$ cat config.mk
export PLATFORM = sky130hd
export DESIGN_NAME = flash_cmd_front
export DESIGN_NICKNAME = d
export VERILOG_FILES = /design/src/rtl/flash_cmd_pkg.sv /design/src/rtl/flash_strobe_edge.sv /design/src/rtl/flash_cmd_decoder.sv /design/src/rtl/flash_erase_sweep.sv /design/src/rtl/flash_byte_array.sv /design/src/rtl/flash_cmd_front.sv
export SDC_FILE = /design/constraint.sdc
export NUM_CORES = 1
export LEC_CHECK = 0
export ABC_AREA = 1
export BUFFER_PORTS_ARGS = -buffer_cell sky130_fd_sc_hd__buf_4
export CAP_MARGIN = 20
export CORE_UTILIZATION = 45
export DETAILED_ROUTE_END_ITERATION = 10
export PLACE_DENSITY = 0.65
export SYNTH_ARGS = -nofsm -noshare
export SYNTH_HDL_FRONTEND = slang
export SYNTH_HIERARCHICAL = 1
export SYNTH_SLANG_ARGS = --single-unit
$ cat constraint.sdc
create_clock -name clk -period 6.54 [get_ports clk]
set_input_delay 0.981 -clock clk [delete_from_list [all_inputs] [get_ports clk]]
set_output_delay 0.981 -clock clk [all_outputs]
set_load 0.1 [all_outputs]
$ cat src/rtl/flash_cmd_pkg.sv
package flash_cmd_pkg;
  localparam int DW = 8;

  typedef enum logic [2:0] {
    MD_READ      = 3'd0,
    MD_PGM_ARM   = 3'd1,
    MD_PGM_WAIT  = 3'd2,
    MD_PGM_CHECK = 3'd3,
    MD_ERS_ARM   = 3'd4,
    MD_ERS_RUN   = 3'd5,
    MD_ERS_CHECK = 3'd6
  } mode_e;

  localparam logic [DW-1:0] OP_READ     = 8'h00;
  localparam logic [DW-1:0] OP_PGM      = 8'h40;
  localparam logic [DW-1:0] OP_PGM_CHK  = 8'hC0;
  localparam logic [DW-1:0] OP_ERS      = 8'h20;
  localparam logic [DW-1:0] OP_ERS_CHK  = 8'hA0;
endpackage

$ cat src/rtl/flash_strobe_edge.sv
module flash_strobe_edge (
  input  logic clk,
  input  logic rst,
  input  logic sel_n,
  input  logic strb_n,
  output logic fall,
  output logic rise
);
  logic strb_q;

  always_ff @(posedge clk) begin
    if (rst) strb_q <= 1'b1;
    else     strb_q <= strb_n;
  end

  assign fall = !sel_n &&  strb_q && !strb_n;
  assign rise = !sel_n && !strb_q &&  strb_n;
endmodule

$ cat src/rtl/flash_cmd_decoder.sv
module flash_cmd_decoder
  import flash_cmd_pkg::*;
#(
  parameter int AW = 4
) (
  input  logic          clk,
  input  logic          rst,
  input  logic          vpp_hi,
  input  logic          fall,
  input  logic          rise,
  input  logic [AW-1:0] addr,
  input  logic [DW-1:0] din,
  output mode_e         mode,
  output logic [AW-1:0] lat_addr,
  output logic [DW-1:0] lat_data,
  output logic [AW-1:0] chk_addr,
  output logic          pgm_we
);
  always_ff @(posedge clk) begin
    if (rst) begin
      mode     <= MD_READ;
      lat_addr <= '0;
      lat_data <= '0;
      chk_addr <= '0;
      pgm_we   <= 1'b0;
    end else begin
      pgm_we <= 1'b0;
      if (fall) lat_addr <= addr;
      if (rise) lat_data <= din;
      if (!vpp_hi) begin
        mode <= MD_READ;
      end else if (rise) begin
        if (mode == MD_PGM_ARM) begin
          pgm_we   <= 1'b1;
          chk_addr <= lat_addr;
          mode     <= MD_PGM_WAIT;
        end else begin
          case (din)
            OP_READ:    mode <= MD_READ;
            OP_PGM:     mode <= MD_PGM_ARM;
            OP_PGM_CHK: mode <= MD_PGM_CHECK;
            OP_ERS:     mode <= (mode == MD_ERS_ARM) ? MD_ERS_RUN : MD_ERS_ARM;
            OP_ERS_CHK: begin
              mode     <= MD_ERS_CHECK;
              chk_addr <= lat_addr;
            end
            default:    mode <= MD_READ;
          endcase
        end
      end
    end
  end
endmodule

$ cat src/rtl/flash_erase_sweep.sv
module flash_erase_sweep #(
  parameter int AW = 4
) (
  input  logic          clk,
  input  logic          rst,
  input  logic          run,
  output logic          wr_en,
  output logic [AW-1:0] wr_addr,
  output logic          busy
);
  localparam int DEPTH = 1 << AW;
  localparam logic [AW-1:0] LAST = AW'(DEPTH - 1);

  logic [AW-1:0] idx;
  logic          done;

  always_ff @(posedge clk) begin
    if (rst || !run) begin
      idx  <= '0;
      done <= 1'b0;
    end else if (!done) begin
      idx <= idx + 1'b1;
      if (idx == LAST) done <= 1'b1;
    end
  end

  assign busy    = run && !done;
  assign wr_en   = busy;
  assign wr_addr = idx;
endmodule

$ cat src/rtl/flash_byte_array.sv
module flash_byte_array #(
  parameter int AW = 4,
  parameter int DW = 8
) (
  input  logic          clk,
  input  logic          we,
  input  logic [AW-1:0] waddr,
  input  logic [DW-1:0] wdata,
  input  logic [AW-1:0] raddr,
  output logic [DW-1:0] rdata
);
  localparam int DEPTH = 1 << AW;

  logic [DW-1:0] mem [DEPTH];

  always_ff @(posedge clk) begin
    if (we) mem[waddr] <= wdata;
    rdata <= mem[raddr];
  end
endmodule

$ cat src/rtl/flash_cmd_front.sv
module flash_cmd_front
  import flash_cmd_pkg::*;
#(
  parameter int AW = 4
) (
  input  logic          clk,
  input  logic          rst,
  input  logic          ce_n,
  input  logic          oe_n,
  input  logic          we_n,
  input  logic          vpp_hi,
  input  logic [AW-1:0] addr,
  input  logic [7:0]    din,
  output logic [7:0]    dout,
  output logic          dout_oe,
  output logic [2:0]    mode,
  output logic [AW-1:0] lat_addr,
  output logic [7:0]    lat_data,
  output logic          erase_busy
);
  localparam logic [DW-1:0] ERASED = {DW{1'b1}};

  logic          fall, rise, pgm_we, swp_we;
  logic [AW-1:0] chk_addr, swp_addr, raddr, waddr;
  logic [DW-1:0] wdata;
  mode_e         md;

  flash_strobe_edge u_edge (
    .clk(clk), .rst(rst), .sel_n(ce_n), .strb_n(we_n),
    .fall(fall), .rise(rise)
  );

  flash_cmd_decoder #(.AW(AW)) u_dec (
    .clk(clk), .rst(rst), .vpp_hi(vpp_hi), .fall(fall), .rise(rise),
    .addr(addr), .din(din), .mode(md), .lat_addr(lat_addr),
    .lat_data(lat_data), .chk_addr(chk_addr), .pgm_we(pgm_we)
  );

  flash_erase_sweep #(.AW(AW)) u_swp (
    .clk(clk), .rst(rst), .run(md == MD_ERS_RUN && vpp_hi),
    .wr_en(swp_we), .wr_addr(swp_addr), .busy(erase_busy)
  );

  always_comb begin
    if (swp_we) begin
      waddr = swp_addr;
      wdata = ERASED;
    end else begin
      waddr = chk_addr;
      wdata = lat_data;
    end
    if (md == MD_PGM_CHECK || md == MD_ERS_CHECK) raddr = chk_addr;
    else                                          raddr = addr;
  end

  flash_byte_array #(.AW(AW), .DW(DW)) u_mem (
    .clk(clk), .we(swp_we || pgm_we), .waddr(waddr), .wdata(wdata),
    .raddr(raddr), .rdata(dout)
  );

  always_ff @(posedge clk) begin
    if (rst) dout_oe <= 1'b0;
    else     dout_oe <= !ce_n && !oe_n;
  end

  assign mode = md;
endmodule

Word level (Yosys, flattened, before mapping)
Memories as Yosys holds them, arrays and structs flattened. A register that Yosys moved wholly into a read port is not among the register bits.
Index checks and enable logic that the tools add are counted.
{"block": "classes", "n_eq_ne": 10, "n_addsub": 1, "n_reduce_logical": 20, "mux": 13, "bitwise_logic": 2}
{"cell": "$eq 8x8->1 const B", "n": 2}
{"cell": "$mux 4", "n": 4}
{"cell": "$pmux 3 s4", "n": 1}
{"cell": "$eq 3x3->1 const B", "n": 3}
{"cell": "$eq 8x6->1 const B", "n": 1}
{"cell": "$eq 8x7->1 const B", "n": 1}
{"cell": "$mux 8", "n": 1}
{"cell": "$logic_and 1x1->1", "n": 7}
{"cell": "$logic_not 1->1", "n": 6}
{"cell": "$mux 1", "n": 6}
{"cell": "$add 4x1->4 const B", "n": 1}
{"cell": "$eq 4x4->1 const B", "n": 1}
{"cell": "$eq 3x1->1 const B", "n": 1}
{"cell": "$eq 3x2->1 const B", "n": 1}
{"cell": "$logic_or 1x1->1", "n": 3}
{"cell": "$mux 3", "n": 1}
{"cell": "$reduce_and 3->1", "n": 1}
{"cell": "$reduce_or 3->1", "n": 1}
{"cell": "$not 1->1", "n": 2}
{"cell": "$reduce_bool 2->1", "n": 1}
{"cell": "$reduce_or 2->1", "n": 1}
{"block": "totals", "output_inout_bits": 25, "wordCells": 56, "in_bits": 18, "mem_bits_rw": 128, "ff_bits": 27, "mem_count": 1}
{"name": "u_mem.mem", "words": 16, "width": 8, "read_ports": 1, "rd_ports_with_merged_regs": 1, "write_ports": 1, "line": "flash_byte_array.sv:14", "text": "logic [DW-1:0] mem [DEPTH];"}

Longest topological paths before layout
Gate-level depths: netlist of the first run.
{"block": "depth", "depth_word": 6, "mapped_depth": 13}

Hierarchy
The synthesis of the first run kept the hierarchy.
{"module": "flash_byte_array", "area_per_inst_um2": 5766.8, "cells_per_inst": 551, "n_inst": 1}
{"module": "flash_cmd_decoder", "area_per_inst_um2": 837.1, "cells_per_inst": 114, "n_inst": 1}
{"module": "flash_cmd_front", "area_per_inst_um2": 239.0, "cells_per_inst": 43, "n_inst": 1}
{"module": "flash_erase_sweep", "area_per_inst_um2": 230.2, "cells_per_inst": 31, "n_inst": 1}
{"module": "flash_strobe_edge", "area_per_inst_um2": 45.0, "cells_per_inst": 7, "n_inst": 1}

Least setup slack after synthesis of the first run
OpenSTA, ideal clock, no wires.
{"block": "synth_timing", "path_type": "register to register", "start": "register u_dec.mode[0]", "end": "memory u_mem.mem[10][0] (enable)", "required_ns": 6.170, "setup_ns": 0.370, "slack_ns": 2.142, "n_path_buf": 2, "path_stages_with_launch": 12, "arrival_ns": 4.028, "cell_sequence": "dfxtp_1 -> nand2_2 -> nor3b_1 -> inv_1 -> nor2_1 -> buf_4 -> buf_6 -> inv_2 -> nand2_1 -> nand2_1 -> nand3b_1 -> nor2_1"}
{"element": "start: declaration", "line": "flash_cmd_decoder.sv:13", "text": "output mode_e mode,"}
{"element": "start signal: assignment", "line": "flash_cmd_decoder.sv:42", "text": "OP_ERS: mode <= (mode == MD_ERS_ARM) ? MD_ERS_RUN : MD_ERS_ARM;"}
{"element": "$eq 3x3->1", "line": "flash_cmd_front.sv:40", "text": ".clk(clk), .rst(rst), .run(md == MD_ERS_RUN && vpp_hi),"}
{"element": "$logic_and 1x1->1", "line": "flash_cmd_front.sv:40"}
{"element": "$logic_and 1x1->1", "line": "flash_erase_sweep.sv:27", "text": "assign busy = run && !done;"}
{"element": "via erase_busy", "line": "flash_cmd_front.sv:19", "text": "output logic erase_busy"}
{"element": "$mux 4", "line": "flash_cmd_front.sv:45", "text": "if (swp_we) begin"}
{"element": "via waddr[2]", "line": "flash_cmd_front.sv:24", "text": "logic [AW-1:0] chk_addr, swp_addr, raddr, waddr;"}
{"element": "end: declaration", "line": "flash_byte_array.sv:14"}
The timed path passes the listed nets, and every way through them passes these cells.

Worst setup path after layout of the first run
{"block": "layout_timing", "start": "input port vpp_hi", "end": "output port erase_busy"}
{"block": "layout_between", "elab_chain_cells": 2}
{"element": "start: declaration", "line": "flash_cmd_front.sv:11", "text": "input logic vpp_hi,"}
{"element": "$logic_and 1x1->1", "line": "flash_cmd_front.sv:40"}
{"element": "$logic_and 1x1->1", "line": "flash_erase_sweep.sv:27"}
{"element": "end: declaration", "line": "flash_cmd_front.sv:19"}
No other way between the ends.

==> impl_metrics.ini, run 1 <==
[pwr]
power.leakage_uw = 0.003540
intPower_uw = 1834
p_switching_uw = 523.7
seq_power_share_pct = 47.7
clockPowerShare_pct = 44.5
finalPower_uw = 2358
switching_share_pct = 22.21
powerDensity_nw_per_um2 = 289.8
p_comb_share_pct = 7.8
ir_drop_mv = 0.2021

[synth]
yosysTopAreaCell = edfxtp_1
yosys.cell_types.count = 27
synthesis.area_sq_um = 7118
yosys_register_bits = 163
synth.area.top_cells = edfxtp_1, nand2_1, dfxtp_1
syn-num-nets = 765
syn_inst = 746
avgSynthCellArea_sq_um = 9.542
yosys_warnings = 6
ys_seq_area_share_pct = 63.84
synth.top_cell.area_share_pct = 54.00

[route]
dr.pass1.iters = 5
vias_per_cell = 4.960
drtIter0Drc = 449
drc = 0
vias = 4980
drt_wl_total_um = 15890
drtAntennaViolNets = 0
wire_per_inst_um = 15.83

[placed_design]
dp_cells = 972
numPortBuffers = 42
dp_hpwl_um = 10320
place_area_sq_um = 7515
place_congestion = 0.8401

[global_route]
use_met2_pct = 34.91
grt_pass1_wl_um = 25530
antenna_found_initial = 0
grt_max_degree = 66
use_met3_pct = 4.841
track_usage_pct = 20.99
grt_pass1_vias = 4932
grt.busiest_layer = met2
overflow = 0
grtUsageMet1_pct = 26.96

[clock_tree]
clockBufferDepth = 2
hold_buffers = 0
htreeDepth = 4
cts_tree = yes
clk_pin_slew_ps = 60
cts_made_buffers = 17
clock_latency_ps = 420
ctsResizeCount = 0
cts_setup_buffers = 0
clock-sinks = 163
cts-root-buf = clkbuf_16

[sta]
finalCritPeriodShare_pct = 51.68
slew_violations = 0
setup_viol = 0
rsz0062_at_grt = false
period_minus_slack_ps = 3380
relSlewSlack_pct = 29.11
tns_ps = 0
finalHoldViolations = 0
worst_slew_pin_slew_ps = 1063
max_freq_mhz = 295.8
finClkSkew_ps = 7.141

[cells_and_area]
mostFrequentLayoutCell = nand2_1
mostFrequentLayoutCells = nand2_1, edfxtp_1, inv_1
fin_nets = 799
insertedDiodeCount = 0
area_growth_syn_to_layout_pct = 14.33
nFillCells = 1383
fin_util_pct = 53.14
finalNonFillerCells = 1004
drive_gt1_share_pct = 11.73
fin_area_sq_um = 8138

[floorplanning]
num_rows = 45
start_util_pct = 46.48
die_h_um = 127.8
io_pins = 43
die_w_um = 127.8
core_area_sq_um = 15310
die_area_sq_um = 16330

[worst_setup_path]
critPathArrivalTime_ps = 2400
end_kind = output port
reg2reg_from = u_dec/mode[0]
cp-start-kind = input pin
crit_required_ps = 5560
critical_path_class = input pin to output port
crit_start = vpp_hi
critPathMaxFanout = 15

[flow_run]
max-cap-violations = 0

[worst_hold_path]
worstHoldStart = u_dec/lat_addr[0]
hp-class = flop to flop

[outcome]
outcome = completed
[registers in the layout, summed over array words and instances, names as in the netlist]
register        flops
dout_oe             1
u_dec/chk_addr      4
u_dec/lat_addr      4
u_dec/lat_data      8
u_dec/mode          3
u_dec/pgm_we        1
u_edge/strb_q       1
u_mem/mem         128
u_mem/rdata         8
u_swp/done          1
u_swp/wr_addr       4
[power groups by stage]
stage | logic, uW | registers (uW) | clock network (uW)
6_report | 185 | 1120 | 1050
3_3_place_gp | 183 | 1150 | 0
5_1_grt | 199 | 1120 | 1100
2_1_floorplan | 71.4 | 1210 | 0
4_1_cts | 185 | 1120 | 1060
3_5_place_dp | 185 | 1150 | 0
[stage by stage]
step | setup slack (ps) | hold slack [ps]
after floorplan | 2142 | 470.8
after global placement | 3134 | 471.1
after detailed placement | 3020 | 467.5
after CTS | 3149 | 482.4
after global routing | 2943 | 508.4
final | 3160 | 479.7
[logic make-up after synthesis]
| logic type | after synthesis | share of synthesized area, % |
|---|---|---|
| AO/OA/AOI/OAI | 35 | 2.461 |
| adder cells (fa/ha/maj) | 1 | 0.1757 |
| buffers and inverters | 157 | 9.562 |
| flip-flops | 163 | 63.84 |
| AND/OR/NAND/NOR | 390 | 23.96 |
[layer usage]
layer	share of wire [%]	vias to the layer above
li1	-	2462
met1	44	2345
met2	48	153
met3	5.7	20
met4	1.6	0
met5	0	-
[cell usage after synthesis]
master	n
nand2_1	218
edfxtp_1	128
inv_1	120
nand3_1	105
dfxtp_1	35
nor2_1	35
a21oi_1	22
buf_2	15
o21ai_0	13
or2_1	10
inv_2	8
buf_6	7
buf_4	5
nand4_1	4
nand2_2	3
nor2_2	3
nand2_4	2
nand3_2	2
nand3b_1	2
nor3_1	2
buf_1	1
clkbuf_2	1
ha_1	1
nor2_4	1
nor2b_2	1
nor3_2	1
nor3b_1	1
[worst max-delay path, stage by stage]
cell     delay (ps)
buf_4            90
nor3b_1         180
inv_1            90
nor2_1          620
buf_4           420
[worst paths after layout]
check	end	slack, ps	cells past startpoint
worst max-delay path	erase_busy	3160	5
worst min-delay path	u_dec/lat_addr[0]	480	2
worst max register to register	u_mem/mem[11][7]	3450	9
worst min register to register	u_dec/lat_addr[0]	480	2
[cell type report]
class | count | area (sq um) | share of cell area [%]
flip-flops and latches | 163 | 4544 | 55.84
multi-input cells | 426 | 1896 | 23.29
inverters | 128 | 480.5 | 5.904
clock buffers | 20 | 436.7 | 5.366
repair buffers | 44 | 330.3 | 4.059
well taps | 211 | 264.0 | 3.244
clock inverters | 12 | 186.4 | 2.291
Note: power is estimated with default switching activity, not from simulation.
==> run 2, diff against run 1 <==
Settings changed: ABC_AREA 1 to 0.
Clock period 6.54 ns to 3.2 ns, I/O delays scaled along.
==> impl_metrics.ini, run 2 <==
[sta]
rsz0062_at_grt = false
finalCritPeriodShare_pct = 81.41
worst_slew_pin_slew_ps = 599.9
tns_ps = 0
finalHoldViolations = 0
max_freq_mhz = 383.8
finClkSkew_ps = 8.943
fin_ws_ps = 594.8
period_minus_slack_ps = 2605
setup_viol = 0
relSlewSlack_pct = 59.86
slew_violations = 0

[synth]
syn_inst = 372
synthFlopType = edfxtp_1
synth.top_cell.area_share_pct = 59.09
ys_seq_area_share_pct = 69.86
yosysMostFrequentCell = edfxtp_1
synthesis.area_sq_um = 6505
yosys.cell_types.count = 46
synthTopCellsByCount = edfxtp_1, dfxtp_1, nor2_1
syn-num-nets = 391
yosysTopAreaCell = edfxtp_1
yosys_register_bits = 163
synth.area.top_cells = edfxtp_1, dfxtp_1, mux4_2
yosys_warnings = 6
synth-async-reset-ratio_pct = 0
synth_enable_flop_cells = 128
avgSynthCellArea_sq_um = 17.49

[placed_design]
dp_cells = 589
place_congestion = 0.7939
place_ws_ps = 441.1
dp_hpwl_um = 8817
numPortBuffers = 42

[floorplanning]
die_h_um = 122.2
die_area_sq_um = 14940
num_rows = 43
die_w_um = 122.2
io_pins = 43
start_util_pct = 46.50
core_area_sq_um = 13990

[cells_and_area]
mostFrequentLayoutCells = edfxtp_1, buf_4, dfxtp_1
regMostFlops = u_mem/mem
drive_gt1_share_pct = 29.16
nFillCells = 1085
seq_area_sq_um = 4556
fin_nets = 447
largest_reg_flops = 128
mostFrequentLayoutCell = edfxtp_1
finalNonFillerCells = 619
area_growth_syn_to_layout_pct = 17.21
multi_input_area_sq_um = 1862
reg_top3 = u_mem/mem x128, u_dec/lat_data x8, u_mem/rdata x8
insertedDiodeCount = 0

[route]
drt_wl_total_um = 13410
wire_per_inst_um = 21.66
vias = 3469
drtAntennaViolNets = 0
wl_met2_um = 6471
drtIter0Drc = 223
wl_met1_um = 5841
drc = 0
vias_per_cell = 5.604
routed.top_layer = met4
met3_length_um = 827
dr.pass1.iters = 4

[global_route]
grt_pass1_wl_um = 20760
track_usage_pct = 19.73
grt_max_degree = 33
overflow = 0
antenna_found_initial = 0
grt_pass1_vias = 3524

[worst_setup_path]
cp-start-kind = flop
critPathArrivalTime_ps = 2660
critPathMaxFanout = 14
end_kind = flop
crit_required_ps = 3250
critical_path_class = flop to flop

[pwr]
ir_drop_mv = 0.3991
powerDensity_nw_per_um2 = 592.2
power.leakage_uw = 0.002751

[clock_tree]
hold_buffers = 0
cts_made_buffers = 17
cts_setup_buffers = 0
clockBufferDepth = 2
clock-sinks = 163
ctsResizeCount = 0
cts-root-buf = clkbuf_16
htreeDepth = 4
clock_latency_ps = 420
clk_pin_slew_ps = 60
cts_tree = yes

[flow_run]
max-cap-violations = 0

[worst_hold_path]
hp-class = input pin to flop

[outcome]
outcome = completed
[run 2: cell count changes after synthesis, moves of 9 or more]
cell     delta
mux2i_1    +13
buf_2      -11
mux4_1     +14
o21ai_0    -11
nor2b_1     +9
or2_1       -9
nand3_1   -104
nand2_1   -200
a22oi_1    +16
inv_1     -118
or2_2       +9
mux4_2     +18
a21oi_1    -22
[run 2: worst max-delay path: stages (launching register included)]
cell and delay [ps]:
dfxtp_4 360, and4b_2 280, nor2b_4 320, mux2_2 410
or3b_4 450, nor2_2 410
[run 2: per-stage QoR]
stage	total power, uW	cell area (sq um)	util [%]	hold slack, ps
2_1_floorplan	2549	6555	-	496.2
3_3_place_gp	2622	7071	50.55	499.0
3_5_place_dp	2626	7071	50.55	497.1
4_1_cts	4548	7625	54.51	210.5
5_1_grt	4652	7625	54.51	227.9
6_report	4515	7625	54.51	226.1
[run 2: path summary, 6_finish.rpt]
path | from | endpoint | slack [ps] | depth (start not counted)
setup / recovery | u_dec/mode[1] | u_mem/mem[3][4] | 590 | 5
hold / removal | oe_n | dout_oe | 230 | 2
setup reg to reg | u_dec/mode[1] | u_mem/mem[3][4] | 590 | 5
hold reg to reg | u_dec/lat_addr[1] | u_dec/chk_addr[1] | 510 | 2
[run 2: area by class of cell]
| class | count | area share (%) |
|---|---|---|
| clock buffer | 21 | 5.776 |
| tap | 180 | 2.954 |
| clock inverter | 9 | 1.493 |
| inverter | 2 | 0.09846 |
| multi-input combinational | 188 | 24.42 |
| timing repair buffer | 56 | 5.514 |
| sequential | 163 | 59.75 |
[run 2: power breakdown]
part | switching [uW] | internal, uW
logic | 204 | 91.5
clock network | 732 | 1200
registers | 7.36 | 2280
[run 2: layer usage]
layer | up-vias | GRT usage (%)
met1 | 1763 | 27.21
met5 | - | 0
met4 | 0 | 7.317
met2 | 107 | 30.30
met3 | 16 | 4.926
li1 | 1583 | -
[run 2: kinds of logic (layout without fill, tap and decap cells)]
kind of cell	after synthesis	count (layout)	synth area share, %
flops	163	163	69.86
xor+xnor	5	5	0.6733
fa+ha+maj	1	1	0.1923
mux	53	53	15.50
buf+inv	21	88	2.039
compound gates	31	31	3.482
simple gates	98	98	8.252
==> run 3, diff against run 2 <==
Settings changed: PLACE_DENSITY 0.65 to 0.68.
Clock period 3.2 ns to 2.1 ns, I/O delays scaled along.
==> impl_metrics.ini, run 3 (synthesized netlist as in run 2, its figures left out) <==
[worst_setup_path]
critPathMaxFanout = 8
critical_path_class = flop to flop
crit_required_ps = 2230
worst-r2r-setup-slack_ps = -130
end_kind = flop
critPathArrivalTime_ps = 2360
cp-start-kind = flop

[placed_design]
numPortBuffers = 42
dp_hpwl_um = 9021
dp_cells = 616
place_ws_ps = -184.8
place_area_sq_um = 7503
place_congestion = 0.7825

[pwr]
ir_drop_mv = 0.4877
switching_share_pct = 21.61
clockPowerShare_pct = 44.6
powerDensity_nw_per_um2 = 854.9
p_comb_share_pct = 7.3
p_switching_uw = 1560
intPower_uw = 5662
power.leakage_uw = 0.003028
seq_power_share_pct = 48.2

[clock_tree]
clockBufferDepth = 2
clock_latency_ps = 430
htreeDepth = 4
cts_tree = yes
clock-sinks = 163
cts-root-buf = clkbuf_16
clk_pin_slew_ps = 60
cts_made_buffers = 17

[cells_and_area]
fin_area_sq_um = 8448
largest_reg_flops = 128
nFillCells = 1021
finalNonFillerCells = 659
drive_gt1_share_pct = 45.30
insertedDiodeCount = 0
reg_top3 = u_mem/mem x128, u_dec/lat_data x8, u_mem/rdata x8
regMostFlops = u_mem/mem
fin_util_pct = 60.39
mostFrequentLayoutCells = edfxtp_1, buf_4, dfxtp_1
mostFrequentLayoutCell = edfxtp_1
fin_nets = 485
area_growth_syn_to_layout_pct = 29.87

[floorplanning]
start_util_pct = 46.50
die_w_um = 122.2
die_area_sq_um = 14940
core_area_sq_um = 13990
io_pins = 43
num_rows = 43
die_h_um = 122.2

[global_route]
overflow = 0
track_usage_pct = 20.20
grt_max_degree = 22
antenna_found_initial = 0
grt_pass1_vias = 3804
grt_pass1_wl_um = 20970

[sta]
max_freq_mhz = 449.0
finClkSkew_ps = 12.17
fin_ws_ps = -127.2
rsz0062_at_grt = true
period_minus_slack_ps = 2227
setup_viol = 95
finalHoldViolations = 0
worst_slew_pin_slew_ps = 545.0
relSlewSlack_pct = 63.51
finalCritPeriodShare_pct = 106.1
slew_violations = 0

[flow_run]
max-cap-violations = 0

[route]
drtAntennaViolNets = 0
wire_per_inst_um = 20.80
vias_per_cell = 5.464
drt_wl_total_um = 13710
vias = 3601
drc = 0
dr.pass1.iters = 4
drtIter0Drc = 318

[outcome]
violations = negative setup slack
outcome = complete, but fails checks

[worst_hold_path]
hp-class = input pin to flop
-- run 3: cell count changes in the layout (fill, tap and decap cells not counted), sizes merged --
cell | previous run | this run
bufbuf | 0 | 1
clkinvlp | 0 | 2
inv | 2 | 5
buf | 56 | 93
clkinv | 6 | 3
-- run 3: cell type report --
| type | count | area (sq um) | share of cell area (%) |
|---|---|---|---|
| Clock buffer | 21 | 480.5 | 5.687 |
| Clock inverter | 11 | 146.4 | 1.733 |
| Inverter | 2 | 7.507 | 0.08886 |
| Multi-Input combinational cell | 188 | 2033 | 24.07 |
| Sequential cell | 163 | 4556 | 53.92 |
| Tap cell | 180 | 225.2 | 2.666 |
| Timing Repair Buffer | 94 | 999.7 | 11.83 |
-- run 3: worst paths after layout --
| path | start | end | cells after the start |
|---|---|---|---|
| setup / recovery | u_dec/mode[1] | u_mem/mem[9][5] | 7 |
| setup reg to reg | u_dec/mode[1] | u_mem/mem[9][5] | 7 |
| hold / removal | oe_n | dout_oe | 2 |
| hold reg to reg | u_dec/lat_addr[3] | u_dec/chk_addr[3] | 2 |
-- run 3: power by group through the flow --
stage	combinational, uW	clock (uW)	sequential (uW)
finish	524	3220	3480
global route	547	3400	3480
CTS	525	3260	3480
detailed placement	484	0	3550
global placement	480	0	3550
floorplan	169	0	3720
-- run 3: critical path, stage by stage (launching register included) --
cell and delay, ps:
dfxtp_4 330, and4b_2 280, nor2b_4 200, mux2_4 330, buf_6 120, nand3b_1 270, nor2_1 190, buf_4 200
-- run 3: metrics by stage --
stage / hold slack, ps / setup TNS, ps / power, uW
after floorplan: 386.1 / -106330 / 3890
after global placement: 480.2 / -9911 / 4028
after detailed placement: 486.8 / -12050 / 4034
after CTS: 34.15 / -5185 / 7268
after global routing: 38.97 / -13640 / 7423
final: 52.96 / -6280 / 7222
-- run 3: layer usage --
layer | track usage [%] | wire length, um
met1 | 25.60 | 5712
met2 | 32.09 | 6870
met3 | 5.483 | 702
met4 | 9.985 | 423
met5 | 0 | 0
-- run 3: repair_timing --
item / 4_1_cts / 5_1_grt
setup buffers: 8 / 2
pin swaps: 12 / 7
hold buffers: 0 / 0
cloned: 1 / 0
resized for setup: 35 / 12
hold endpoints to repair: 0 / 0
setup endpoints to repair: 128 / 137
